## config.mk

```make
export PLATFORM = sky130hd
export DESIGN_NAME = slave_addr_matcher
export DESIGN_NICKNAME = d
export VERILOG_FILES = /design/src/rtl/sam_pkg.sv /design/src/rtl/sam_cmp.sv /design/src/rtl/sam_seq.sv /design/src/rtl/sam_flags.sv /design/src/rtl/slave_addr_matcher.sv
export SDC_FILE = /design/constraint.sdc
export NUM_CORES = 1
export LEC_CHECK = 0
export ABC_AREA = 1
export BUFFER_PORTS_ARGS = -buffer_cell sky130_fd_sc_hd__buf_2
export CAP_MARGIN = 0
export CELL_PAD_IN_SITES_DETAIL_PLACEMENT = 1
export CELL_PAD_IN_SITES_GLOBAL_PLACEMENT = 2
export CORE_MARGIN = 2
export CORE_UTILIZATION = 22
export CTS_CLUSTER_DIAMETER = 120
export DETAILED_ROUTE_END_ITERATION = 7
export PLACE_DENSITY = 0.8
export SLEW_MARGIN = 20
export SYNTH_ARGS = -nofsm -noshare
export SYNTH_HDL_FRONTEND = slang
export SYNTH_SLANG_ARGS = --single-unit
```

## constraint.sdc

```tcl
create_clock -name clk -period 1.7 [get_ports clk]
set_clock_uncertainty 0.1 [all_clocks]
set_input_delay 0.255 -clock clk [delete_from_list [all_inputs] [get_ports clk]]
set_output_delay 0.255 -clock clk [all_outputs]
set_load 0.01 [all_outputs]
```

## src/rtl/sam_pkg.sv

```systemverilog
package sam_pkg;
  localparam int ADDR_W   = 10;
  localparam int NUM_ADDR = 2;
  localparam int BYTE_W   = 8;
  localparam int HI_W     = ADDR_W - BYTE_W;
  localparam int SEVEN_W  = 7;
  localparam logic [4:0] HDR10_TAG = 5'b11110;

  typedef enum logic [1:0] {
    ST_FIRST = 2'd0,
    ST_LOW   = 2'd1,
    ST_HOLD  = 2'd2
  } seq_state_e;
endpackage

```

## src/rtl/sam_cmp.sv

```systemverilog
module sam_cmp
  import sam_pkg::*;
(
  input  logic [ADDR_W-1:0] addr,
  input  logic [ADDR_W-1:0] mask,
  input  logic [BYTE_W-1:0] rx,
  output logic              hit7,
  output logic              hit_hi,
  output logic              hit_lo
);
  logic                addr_live;
  logic                upper_clear;
  logic [SEVEN_W-1:0]  diff7;
  logic [HI_W-1:0]     diff_hi;
  logic [BYTE_W-1:0]   diff_lo;

  always_comb begin
    addr_live   = |addr;
    upper_clear = ~|addr[ADDR_W-1:SEVEN_W];
    diff7   = (rx[BYTE_W-1:1] ^ addr[SEVEN_W-1:0]) & ~mask[SEVEN_W-1:0];
    diff_hi = (rx[HI_W:1] ^ addr[ADDR_W-1:BYTE_W]) & ~mask[ADDR_W-1:BYTE_W];
    diff_lo = (rx ^ addr[BYTE_W-1:0]) & ~mask[BYTE_W-1:0];
    hit7    = addr_live && upper_clear && (diff7 == '0);
    hit_hi  = addr_live && (diff_hi == '0);
    hit_lo  = addr_live && (diff_lo == '0);
  end
endmodule

```

## src/rtl/sam_seq.sv

```systemverilog
module sam_seq
  import sam_pkg::*;
#(
  parameter int N = NUM_ADDR
) (
  input  logic              clk,
  input  logic              rst_n,
  input  logic              bus_start,
  input  logic              byte_valid,
  input  logic [BYTE_W-1:0] rx,
  input  logic              mode_10b,
  input  logic              gc_enable,
  input  logic [N-1:0]      hit7,
  input  logic [N-1:0]      hit_hi,
  input  logic [N-1:0]      hit_lo,
  output logic              ack_valid,
  output logic              ack,
  output logic              rw_bit,
  output logic              selected,
  output logic              read_req,
  output logic [N-1:0]      hit_set
);
  seq_state_e state_q, state_d;
  logic [N-1:0] cand_q, cand_d;
  logic rw_q, rw_d;
  logic sel_q, sel_d;
  logic rd_q, rd_d;
  logic ack_q, ack_d;
  logic ackv_q, ackv_d;
  logic [N-1:0] hits;
  logic is_hdr, is_gc;
  logic step_en;

  assign step_en = bus_start | byte_valid;
  assign is_hdr  = mode_10b && (rx[BYTE_W-1:3] == HDR10_TAG);
  assign is_gc   = gc_enable && (rx == '0);

  always_comb begin
    state_d = state_q;
    cand_d  = cand_q;
    rw_d    = rw_q;
    sel_d   = sel_q;
    rd_d    = rd_q;
    ack_d   = ack_q;
    ackv_d  = 1'b0;
    hits    = '0;
    if (bus_start) begin
      state_d = ST_FIRST;
      cand_d  = '0;
      sel_d   = 1'b0;
      rd_d    = 1'b0;
    end else if (byte_valid) begin
      unique case (state_q)
        ST_FIRST: begin
          ackv_d = 1'b1;
          rw_d   = rx[0];
          if (is_hdr) begin
            cand_d  = hit_hi;
            ack_d   = |hit_hi;
            state_d = (|hit_hi) ? ST_LOW : ST_HOLD;
          end else begin
            hits    = mode_10b ? '0 : hit7;
            ack_d   = (|hits) || is_gc;
            sel_d   = (|hits) || is_gc;
            rd_d    = ((|hits) || is_gc) && rx[0];
            state_d = ST_HOLD;
          end
        end
        ST_LOW: begin
          hits    = cand_q & hit_lo;
          ackv_d  = 1'b1;
          ack_d   = |hits;
          sel_d   = |hits;
          rd_d    = (|hits) && rw_q;
          state_d = ST_HOLD;
        end
        default: begin
          state_d = ST_HOLD;
        end
      endcase
    end
  end

  assign hit_set = hits;

  always_ff @(posedge clk or negedge rst_n) begin
    if (!rst_n) begin
      state_q <= ST_FIRST;
      cand_q  <= '0;
      rw_q    <= 1'b0;
      sel_q   <= 1'b0;
      rd_q    <= 1'b0;
      ack_q   <= 1'b0;
    end else if (step_en) begin
      state_q <= state_d;
      cand_q  <= cand_d;
      rw_q    <= rw_d;
      sel_q   <= sel_d;
      rd_q    <= rd_d;
      ack_q   <= ack_d;
    end
  end

  always_ff @(posedge clk or negedge rst_n) begin
    if (!rst_n) ackv_q <= 1'b0;
    else        ackv_q <= ackv_d;
  end

  assign ack_valid = ackv_q;
  assign ack       = ack_q;
  assign rw_bit    = rw_q;
  assign selected  = sel_q;
  assign read_req  = rd_q;
endmodule

```

## src/rtl/sam_flags.sv

```systemverilog
module sam_flags #(
  parameter int N = 2
) (
  input  logic         clk,
  input  logic         rst_n,
  input  logic [N-1:0] set,
  input  logic [N-1:0] clr,
  output logic [N-1:0] flag
);
  logic [N-1:0] flag_q, flag_d;
  logic         upd_en;

  assign upd_en = (|set) | (|clr);

  always_comb begin
    flag_d = (flag_q & ~clr) | set;
  end

  always_ff @(posedge clk or negedge rst_n) begin
    if (!rst_n)      flag_q <= '0;
    else if (upd_en) flag_q <= flag_d;
  end

  assign flag = flag_q;
endmodule

```

## src/rtl/slave_addr_matcher.sv

```systemverilog
module slave_addr_matcher
  import sam_pkg::*;
(
  input  logic              clk,
  input  logic              rst_n,
  input  logic              bus_start,
  input  logic              byte_valid,
  input  logic [BYTE_W-1:0] rx_byte,
  input  logic              mode_10b,
  input  logic              gc_enable,
  input  logic [ADDR_W-1:0] addr0,
  input  logic [ADDR_W-1:0] mask0,
  input  logic [ADDR_W-1:0] addr1,
  input  logic [ADDR_W-1:0] mask1,
  input  logic [NUM_ADDR-1:0] flag_clr,
  output logic              ack_valid,
  output logic              ack,
  output logic              rw_bit,
  output logic              selected,
  output logic              read_req,
  output logic [NUM_ADDR-1:0] match_flag
);
  logic [NUM_ADDR-1:0][ADDR_W-1:0] addr_tab;
  logic [NUM_ADDR-1:0][ADDR_W-1:0] mask_tab;
  logic [NUM_ADDR-1:0] hit7, hit_hi, hit_lo, hit_set;

  assign addr_tab[0] = addr0;
  assign addr_tab[1] = addr1;
  assign mask_tab[0] = mask0;
  assign mask_tab[1] = mask1;

  for (genvar i = 0; i < NUM_ADDR; i++) begin : g_cmp
    sam_cmp u_cmp (
      .addr   (addr_tab[i]),
      .mask   (mask_tab[i]),
      .rx     (rx_byte),
      .hit7   (hit7[i]),
      .hit_hi (hit_hi[i]),
      .hit_lo (hit_lo[i])
    );
  end

  sam_seq #(.N(NUM_ADDR)) u_seq (
    .clk        (clk),
    .rst_n      (rst_n),
    .bus_start  (bus_start),
    .byte_valid (byte_valid),
    .rx         (rx_byte),
    .mode_10b   (mode_10b),
    .gc_enable  (gc_enable),
    .hit7       (hit7),
    .hit_hi     (hit_hi),
    .hit_lo     (hit_lo),
    .ack_valid  (ack_valid),
    .ack        (ack),
    .rw_bit     (rw_bit),
    .selected   (selected),
    .read_req   (read_req),
    .hit_set    (hit_set)
  );

  sam_flags #(.N(NUM_ADDR)) u_flags (
    .clk   (clk),
    .rst_n (rst_n),
    .set   (hit_set),
    .clr   (flag_clr),
    .flag  (match_flag)
  );
endmodule

```

After elaboration in Yosys (flattened, before gate mapping)
Index checks and enable logic that the tools add are counted.
{ "word_totals": {"reg_bits": 11, "input_bits": 56, "out_inout_bits": 7, "wordCells": 106} }
{ "op_classes": {"eq_ne": 3, "n_mux": 27, "bitwise": 25, "n_reduce_logical": 43} }
{ "ops": {"columns": ["cell", "count"], "rows": [
  ["$mux W2", 13],
  ["$logic_not A8 Y1", 3],
  ["$reduce_or A10 Y1", 2],
  ["$and A8 B8 Y8", 2],
  ["$not A8 Y8", 2],
  ["$reduce_and A4 Y1", 4],
  ["$xor A8 B8 Y8", 2],
  ["$and A7 B7 Y7", 2],
  ["$logic_not A7 Y1", 2],
  ["$not A7 Y7", 2],
  ["$xor A7 B7 Y7", 2],
  ["$logic_and A1 B1 Y1", 12],
  ["$reduce_or A2 Y1", 6],
  ["$mux W1", 10],
  ["$and A2 B2 Y2", 4],
  ["$reduce_bool A2 Y1", 4],
  ["$logic_not A2 Y1", 3],
  ["$not A2 Y2", 3],
  ["$pmux W1 S2", 3],
  ["$reduce_or A3 Y1", 2],
  ["$eq A5 B5 Y1 const B", 1],
  ["$pmux W2 S2", 1],
  ["$xor A2 B2 Y2", 2],
  ["$ne A3 B3 Y1 const B", 1],
  ["8 further kinds", 10]
]} }

Logic depth before layout (Yosys ltp)
Gate-level depths: netlist of the first run.
{ "depth": {"depth_word": 12, "mapped_depth": 12, "depth_no_buf": 12} }

By module
Synthesis of the first run repeated with hierarchy kept, for this count alone.
{ "unflattened": {"cells_unflattened": 295, "area_unflattened_um2": 1529.0} }
{ "by_module_without_submodules": {"columns": ["module", "n_inst", "cells_per_inst", "area_each_um2", "seq_area_each_um2"], "rows": [
  ["sam_cmp", 2, 98, 402.9, 0.0],
  ["sam_seq", 1, 89, 643.1, 225.2],
  ["sam_flags", 1, 10, 80.1, 50.0]
]} }

Worst setup path after synthesis of the first run
Ideal clock, no wire load.
{ "synth_timing": {"path_type": "flip-flop to flip-flop", "start": "register u_seq.state_q[1]", "end": "register u_seq.rd_q, in the netlist u_seq.read_req", "setup_time_ns": 0.116, "arrival_ns": 1.096, "required_time_ns": 1.484, "path_slack_ns": 0.387, "path_stages_with_launch": 10, "n_path_buf": 0, "period_less_slack_ns": 1.313, "cell_sequence": "dfrtp_1 nor2_4 inv_2 or2_0 nand3_1 nor2_1 nand2_1 inv_1 nand2_1 nand2_1"} }
{ "synth_between": {"elab_chain_len": 4, "elab_cells_between_ends": 8, "classes_between": "eq/ne (2); mux (3); reduce/logical (3)"} }
{ "synth_rtl": {"columns": ["item", "line_no", "rtl"], "rows": [
  ["start: declaration", "sam_seq.sv:23", "seq_state_e state_q, state_d;"],
  ["start signal: assignment", "sam_seq.sv:95", "state_q <= state_d;"],
  ["$eq A2 B1 Y1 or $logic_not A2 Y1 (tied branches)", "sam_seq.sv:53", "unique case (state_q)"],
  ["$pmux W1 S2", "sam_seq.sv:53", null],
  ["$mux W1", "sam_seq.sv:52", "end else if (byte_valid) begin"],
  ["$mux W1", "sam_seq.sv:47", "if (bus_start) begin"],
  ["end signal: assignment", "sam_seq.sv:99", "rd_q <= rd_d;"],
  ["end: declaration", "sam_seq.sv:27", "logic rd_q, rd_d;"]
]} }
Several ways; a longest one is shown, not always the timed one. The select of a mux whose other input is x is not followed.
A chain may end at the register's enable or synchronous reset.

Worst setup path in the final report of the first run
Same ends and word-level chain as after synthesis.

==> results.json, run 1 <==
{
  "outcome": "finished clean",
  "cts_buffers": 3,
  "cp_slowest_stage_delay_ps": 440,
  "synth_top_family_by_area": "simple AND/OR/NAND/NOR gates",
  "core_mm2": 0.00642,
  "setup_slack_ps": 253,
  "critical_path.slowest_cell": "dfrtp_1",
  "crit_path_frequent_cell": "nand2_1",
  "cts_tree": "built",
  "dr.pass1.iters": 4,
  "num_rows": 29,
  "drtIter0Drc": 51,
  "yosys.area.top_type_share": 0.293,
  "cts_hold_buf": 1,
  "fill_cells": 903,
  "grt.overflow.total": 0,
  "worst_slew_pin_slew_ps": 280,
  "totalWireLength_um": 5350,
  "finalSetupViolations": 0,
  "grtUsageTotal": 0.153,
  "start_util": 0.231,
  "layout.nets": 413,
  "yosysTopAreaCell": "nand2_1",
  "rsz0062_at_grt": "false",
  "period_needed_ps": 1450,
  "slew_headroom": 0.811,
  "hold_violations": 0,
  "fmax_ghz": 0.691,
  "port_buffers": 62,
  "antenna_found_initial": 0,
  "min-delay-path-class": "in -> reg",
  "final_cell_mix": "116 x nand2_1, 62 x buf_2, 48 x inv_1",
  "startpoint": "u_seq.state_q[1]$_DFFE_PN0N_",
  "synthAdderAreaFrac": 0,
  "drv_slew": 0,
  "reg2reg_to": "u_seq.read_req$_DFFE_PN0P_",
  "via_per_inst": 4.34,
  "whs_ps": 112,
  "drcViolationCount": 0,
  "cts-root-buf": "clkbuf_8",
  "ir_worst_vdd_mv": 0.282,
  "ys_warn_count": 0,
  "synth_cell_types": 25,
  "critPathCapture": "u_seq.read_req$_DFFE_PN0P_",
  "final_cell_area_mm2": 0.00192,
  "io_pins": 63,
  "synth_xor_area_frac": 0.00590,
  "critPathRequiredTime_ps": 1730,
  "r2r_setup_slack_ps": 250,
  "post_dp_cell_area_mm2": 0.00186,
  "synth-seq-area-share": 0.185,
  "cp-end-kind": "flip-flop",
  "grt_pass1_vias": 1974,
  "synth_fp_nets": 348,
  "clock_sinks": 11,
  "post_cts_buffers": 0,
  "grt_pass1_wl_um": 9040,
  "die-area_mm2": 0.00742,
  "num_vias": 1878,
  "period_share": 0.851,
  "syn-cell-area_mm2": 0.00149,
  "yosys.area_share.simple": 0.564,
  "avgSynthCellArea_um2": 5.09,
  "critPathArrivalTime_ps": 1470,
  "start_kind": "flip-flop",
  "clk_pin_slew_ps": 50,
  "power.leakage_nw": 1.18,
  "die_w_um": 86.2,
  "crit_type": "reg -> reg",
  "worstReg2RegStart": "u_seq.state_q[1]$_DFFE_PN0N_",
  "area_delta_synth_final_pct": 29.1,
  "ctsResizeCount": 0,
  "postSynthCellCount": 292,
  "hpwl_um": 4800,
  "fin_total_pwr_w": 0.000870,
  "final_common_cell": "nand2_1",
  "dp_worst_setup_slack_ps": 44.5,
  "synthTopCellsByArea": "nand2_1 29%, dfrtp_1 19%, inv_1 12%",
  "synth_mux_area_frac": 0,
  "htreeDepth": 1,
  "timing.setup.tns_ps": 0,
  "path_max_fanout": 5,
  "drive_above_1_share": 0.236,
  "path_cells": "nor2_4, inv_2, or2_0, nand3_1, nor2_1, nand2_1, inv_1, nand2_1, nand2_1",
  "maxCapViolCount": 0,
  "r2r_cells": 9,
  "clock_path_buffers": 2,
  "synth_compound_area_frac": 0.0657,
  "drtAntennaViolNets": 0,
  "clock_latency_ps": 240,
  "detail_route.wl_per_cell_um": 12.4,
  "die_height_um": 86.2,
  "synth_seq_cells": 11,
  "grt_max_degree": 12,
  "power_density_mw_per_mm2": 454,
  "gp_congestion": 0.883,
  "num_antenna_cells": 0
}
area by class of cell:
type                       count  area (µm²)  area share
multi-input combinational    216         945       0.493
timing repair buffer          63         320       0.167
sequential                    11         275       0.144
inverter                      62         235       0.123
tap                           77        96.3      0.0503
clock buffer                   4        45.0      0.0235
worst min-delay path by stage:
stage	end	from	depth (start not counted)	slack, ps
after floorplan	u_flags.flag[0]$_DFFE_PN0P_	rst_n	0	-140
after global placement	u_flags.flag[1]$_DFFE_PN0P_	rst_n	1	40
after detailed placement	u_flags.flag[1]$_DFFE_PN0P_	rst_n	1	40
after CTS	u_flags.flag[0]$_DFFE_PN0P_	flag_clr[0]	2	120
after global routing	u_flags.flag[0]$_DFFE_PN0P_	flag_clr[0]	2	140
final	u_flags.flag[0]$_DFFE_PN0P_	flag_clr[0]	2	110
cells in the mapped netlist:
cell      count
a21oi_1       6
a31oi_1       1
and2_1        1
buf_4         1
buf_6         2
clkinv_1      1
dfrtp_1      11
inv_1        48
inv_2        12
inv_4         1
nand2_1     116
nand3_1      32
nand3_2       2
nand3b_1      4
nand4_1       2
nor2_1       31
nor2_2        2
nor2_4        2
nor3_1        2
o21ai_0       5
o21ai_1       6
o22ai_1       1
or2_0         1
or2_1         1
xnor2_1       1
sequential cells by signal, indices dropped and copies added (netlist names):
register         count
u_flags.flag         2
u_seq.cand_q         2
u_seq.state_q        2
u_seq.ack            1
u_seq.ack_valid      1
u_seq.read_req       1
u_seq.rw_bit         1
u_seq.selected       1
per-layer routing:
| layer | track usage | up-vias | routed length (µm) |
|---|---|---|---|
| met5 | 0 | - | 0 |
| met4 | 0.0130 | 0 | 19 |
| met3 | 0.0231 | 2 | 228 |
| met2 | 0.254 | 41 | 2330 |
| met1 | 0.218 | 821 | 2770 |
| li1 | - | 1014 | - |
report_power, final:
part / total, W / internal, W / leakage, nW / switching [W]
registers: 0.000279 / 0.000271 / 0.150 / 0.00000796
clock network: 0.000263 / 0.000165 / 0.0228 / 0.0000984
logic: 0.000328 / 0.000125 / 1.01 / 0.000202
total: 0.000870 / 0.000561 / 1.18 / 0.000309
cell families (layout without fill, tap and decap cells):
kind of cell / after synthesis / in the layout
AND/OR/NAND/NOR: 196 / 196
buffers and inverters: 65 / 129
AO/OA/AOI/OAI: 19 / 19
flip-flops: 11 / 11
XOR/XNOR: 1 / 1
critical path, delay by kind of cell, from the launching register on:
kind / cells / cell delay (ps)
buf+inv: 2 / 120
flops: 1 / 440
simple gates: 7 / 670
stage by stage:
stage	std cells	util
floorplan	292	-
global placement	428	0.290
detailed placement	428	0.290
CTS	433	0.298
global route	433	0.298
finish	433	0.298
No activity file was read; power rests on OpenSTA's default activity.
==> run 2, diff against run 1 <==
CORE_UTILIZATION = 23   (was 22)
PLACE_DENSITY = 0.81   (was 0.8)
clock period = 1.74 ns   (was 1.7 ns; I/O delays follow)
==> results.json, run 2 (same netlist as run 1, synthesis figures left out) <==
{
  "critPathRequiredTime_ps": 1770,
  "io_pins": 63,
  "post_cts_buffers": 0,
  "area_delta_synth_final_pct": 29.1,
  "min_to": "u_flags.flag[0]$_DFFE_PN0P_",
  "clock_path_buffers": 2,
  "drv_slew": 0,
  "grt_max_degree": 12,
  "start_kind": "primary input",
  "final_cell_mix": "116 x nand2_1, 62 x buf_2, 48 x inv_1",
  "crit_family": "simple AND/OR/NAND/NOR gates",
  "dr.pass1.iters": 4,
  "final_cell_area_mm2": 0.00192,
  "finalSetupViolations": 0,
  "rsz0062_at_grt": "false",
  "totalWireLength_um": 5400,
  "min-delay-path-class": "in -> reg",
  "via_per_inst": 4.49,
  "fmax_ghz": 0.688,
  "start_util": 0.235,
  "drtAntennaViolNets": 0,
  "r2r_setup_slack_ps": 300,
  "drcViolationCount": 0,
  "grt_pass1_vias": 1989,
  "num_rows": 29,
  "path_buf_inv": 2,
  "die_w_um": 84.4,
  "num_vias": 1944,
  "critical_path.slowest_cell": "nor2_1",
  "detail_route.wl_per_cell_um": 12.5,
  "outcome": "finished clean",
  "clock_latency_ps": 240,
  "grtUsageTotal": 0.158,
  "r2r_cells": 9,
  "power.leakage_nw": 1.18,
  "ir_worst_vdd_mv": 0.237,
  "crit_type": "in -> reg",
  "power_density_mw_per_mm2": 442,
  "final_common_cell": "nand2_1",
  "worst_slew_pin_slew_ps": 310,
  "maxCapViolCount": 0,
  "dp_worst_setup_slack_ps": 48.6,
  "port_buffers": 62,
  "cts-root-buf": "clkbuf_8",
  "whs_ps": 117,
  "core_mm2": 0.00631,
  "drtIter0Drc": 105,
  "cp-end-kind": "flip-flop",
  "critPathArrivalTime_ps": 1480,
  "hp-start": "flag_clr[0]",
  "layout.nets": 413,
  "slew_headroom": 0.791,
  "gp_congestion": 0.908,
  "cts_tree": "built",
  "timing.setup.tns_ps": 0,
  "worstHoldPathCells": 2,
  "die-area_mm2": 0.00712,
  "path_cells": "buf_2, nor2_1, nand3_1, nor2_1, inv_2, nand3_1, nand2_1, nor2_1, nand2_1, nand2_1, nand2_1",
  "period_needed_ps": 1450,
  "path_max_fanout": 3,
  "num_antenna_cells": 0,
  "cp_slowest_stage_delay_ps": 230,
  "hold_violations": 0,
  "reg2reg_to": "u_seq.read_req$_DFFE_PN0P_",
  "hpwl_um": 4780,
  "drive_above_1_share": 0.236,
  "period_share": 0.835,
  "htreeDepth": 1,
  "worstReg2RegStart": "u_seq.state_q[1]$_DFFE_PN0N_",
  "grt.overflow.total": 0,
  "setup_slack_ps": 286,
  "grt_pass1_wl_um": 9280,
  "cts_buffers": 3,
  "clk_pin_slew_ps": 50,
  "antenna_found_initial": 0,
  "crit_path_frequent_cell": "nand2_1",
  "clock_sinks": 11,
  "post_dp_cell_area_mm2": 0.00186,
  "die_height_um": 84.4
}
-- run 2: cell counts in the layout (fill, tap and decap cells not counted) --
Identical to the previous run, type by type.
-- run 2: stage by stage --
step,util,total power [W],cells
after CTS,0.304,0.000859,433
after detailed placement,0.295,0.000600,428
after global routing,0.304,0.000925,433
after global placement,0.295,0.000596,428
final,0.304,0.000847,433
after floorplan,-,0.000451,292
-- run 2: worst max-delay path by stage --
stage                     slack, ps                    endpoint  depth (start not counted)                         start
after floorplan                 430  u_seq.read_req$_DFFE_PN0P_                          9  u_seq.state_q[1]$_DFFE_PN0N_
after global placement           80  u_seq.selected$_DFFE_PN0P_                         11                      addr0[9]
after detailed placement         50  u_seq.selected$_DFFE_PN0P_                         11                      addr0[9]
after CTS                       280  u_seq.read_req$_DFFE_PN0P_                          9  u_seq.state_q[1]$_DFFE_PN0N_
after global routing             90  u_seq.selected$_DFFE_PN0P_                         11                      addr0[9]
final                           290  u_seq.selected$_DFFE_PN0P_                         11                      addr0[9]
-- run 2: routing by layer --
layer | part of all wire | track usage | vias up
li1 | - | - | 1011
met4 | 0.0068 | 0.0188 | 0
met3 | 0.044 | 0.0246 | 4
met5 | 0 | 0 | -
met1 | 0.50 | 0.225 | 878
met2 | 0.45 | 0.262 | 51
-- run 2: final cells by class --
cell class,count,area [µm²]
fillers,904,4400
multi-input cells,216,945
repair buffers,63,320
flip-flops and latches,11,275
inverters,62,235
well taps,77,96.3
clock buffers,4,45.0
-- run 2: power by group --
| part | leakage, nW | switching (W) | total, W | internal (W) |
|---|---|---|---|---|
| clock | 0.0228 | 0.0000913 | 0.000252 | 0.000160 |
| sequential | 0.150 | 0.00000782 | 0.000273 | 0.000265 |
| combinational | 1.01 | 0.000200 | 0.000322 | 0.000122 |
-- run 2: timing repair --
action                                 4_1_cts  5_1_grt
hold buffers                                 1        0
endpoints found under the hold margin       11        0
resized for setup                            0        0
==> run 3, diff against run 2 <==
CORE_UTILIZATION = 20   (was 23)
PLACE_DENSITY = 0.74   (was 0.81)
clock period = 1.2 ns   (was 1.74 ns; I/O delays follow)
==> results.json, run 3 (same netlist as run 1, synthesis figures left out) <==
{
  "path_buf_inv": 2,
  "failed_checks": "hold timing, setup timing",
  "grt_pass1_wl_um": 10100,
  "hpwl_um": 5100,
  "setup_slack_ps": -196,
  "p_int_w": 0.000897,
  "maxCapViolCount": 0,
  "critPathArrivalTime_ps": 1430,
  "grt_max_degree": 12,
  "gp_congestion": 0.821,
  "layout.nets": 454,
  "clk_pin_slew_ps": 50,
  "final_cell_mix": "109 x nand2_1, 56 x buf_2, 42 x inv_1",
  "drive_above_1_share": 0.395,
  "period_needed_ps": 1400,
  "crit_family": "simple AND/OR/NAND/NOR gates",
  "worst_slew_pin_slew_ps": 288,
  "clock_path_buffers": 2,
  "detail_route.wl_per_cell_um": 12.4,
  "grt.overflow.total": 0,
  "power.leakage_nw": 1.41,
  "ir_worst_vdd_mv": 0.252,
  "core_mm2": 0.00721,
  "totalWireLength_um": 6150,
  "critPathRequiredTime_ps": 1240,
  "cts_tree": "built",
  "dr.pass1.iters": 4,
  "clock_latency_ps": 240,
  "fmax_ghz": 0.717,
  "start_util": 0.206,
  "rsz0062_at_grt": "true",
  "hold_violations": 1,
  "comb_power_share": 0.440,
  "period_share": 1.16,
  "clock_sinks": 11,
  "die_w_um": 90.2,
  "critical_path.slowest_cell": "dfrtp_2",
  "via_per_inst": 4.18,
  "r2r_setup_slack_ps": -200,
  "num_vias": 2074,
  "io_pins": 63,
  "outcome": "finished, violations left",
  "drv_slew": 0,
  "drtIter0Drc": 51,
  "whs_ps": -3.56,
  "cts_buffers": 3,
  "finalSetupViolations": 10,
  "crit_path_frequent_cell": "nand2_1",
  "area_delta_synth_final_pct": 64.2,
  "final_cells": 496,
  "cp_slowest_stage_delay_ps": 430,
  "path_max_fanout": 5,
  "slew_headroom": 0.808,
  "post-route-util": 0.338,
  "cp-end-kind": "flip-flop",
  "htreeDepth": 1,
  "final_cell_area_mm2": 0.00244,
  "drtAntennaViolNets": 0,
  "path_cells": "nor2_4, inv_2, or2_0, nand3_1, nor2_1, nand2_1, inv_1, nand2_1, nand2_1",
  "num_antenna_cells": 0,
  "min-delay-path-class": "in -> reg",
  "power_density_mw_per_mm2": 574,
  "post_dp_cell_area_mm2": 0.00214,
  "final_common_cell": "nand2_1",
  "drcViolationCount": 0,
  "cts-root-buf": "clkbuf_8",
  "dp_worst_setup_slack_ps": -295,
  "p_sw_frac": 0.359,
  "dp.cells": 483,
  "crit_type": "reg -> reg",
  "power_switching_w": 0.000503,
  "start_kind": "flip-flop",
  "grt_pass1_vias": 2105,
  "clkPwrFrac": 0.277,
  "grtUsageTotal": 0.151,
  "num_rows": 31,
  "die_height_um": 90.2,
  "seq_power_share": 0.283,
  "antenna_found_initial": 0,
  "die-area_mm2": 0.00813,
  "port_buffers": 62
}
-- run 3: cell types whose count changed in the layout (fill, tap and decap cells not counted), sizes merged --
cell    before  now
clkbuf       4    5
buf         62  102
-- run 3: metrics by stage --
stage / TNS, ps / power, W
5_1_grt: -1770 / 0.00150
3_5_place_dp: -2070 / 0.000947
3_3_place_gp: -1850 / 0.000940
2_1_floorplan: -75.1 / 0.000654
4_1_cts: -567 / 0.00136
6_report: -1200 / 0.00140
-- run 3: power groups by stage --
stage,logic (W),clock network (W),registers [W]
floorplan,0.000249,0,0.000405
global placement,0.000538,0,0.000403
detailed placement,0.000544,0,0.000403
CTS,0.000568,0.000393,0.000397
global route,0.000696,0.000410,0.000397
finish,0.000616,0.000387,0.000396
-- run 3: repair_timing --
item | in CTS | in global routing
pin swaps | 6 | 23
hold buffers | 1 | 0
buffers inserted | 4 | 6
endpoints found under the setup margin | 9 | 10
hold endpoints to repair | 11 | 0
resized for setup | 20 | 42
-- run 3: per-layer routing --
metal | vias up | GRT usage | routed length [µm]
li1 | 1097 | - | -
met1 | 926 | 0.213 | 3000
met2 | 45 | 0.246 | 2840
met3 | 6 | 0.0277 | 254
met4 | 0 | 0.0231 | 60
met5 | - | 0 | 0
-- run 3: path summary, 6_finish.rpt --
path,depth (start not counted),endpoint,start
worst max-delay path,9,u_seq.read_req$_DFFE_PN0P_,u_seq.state_q[1]$_DFFE_PN0N_
worst min-delay path,2,u_flags.flag[0]$_DFFE_PN0P_,flag_clr[0]
worst max register to register,9,u_seq.read_req$_DFFE_PN0P_,u_seq.state_q[1]$_DFFE_PN0N_
worst min register to register,2,u_flags.flag[1]$_DFFE_PN0P_,u_flags.flag[1]$_DFFE_PN0P_
max in group asynchronous,2,u_seq.state_q[1]$_DFFE_PN0N_,rst_n
min in group asynchronous,2,u_seq.cand_q[1]$_DFFE_PN0P_,rst_n
-- run 3: cell type report --
| cell class | instances | area, µm² |
|---|---|---|
| fillers | 1022 | 4780 |
| multi-input cells | 216 | 1070 |
| repair buffers | 104 | 677 |
| flip-flops and latches | 11 | 277 |
| inverters | 62 | 243 |
| well taps | 99 | 124 |
| clock buffers | 4 | 45.0 |
-- run 3: worst register-to-register path: stages (launching register included) --
cell and delay [ps]:
dfrtp_2 430, nor2_4 140, inv_2 80, or2_0 200, nand3_1 90, nor2_1 50
nand2_1 70, inv_1 40, nand2_1 50, nand2_1 50
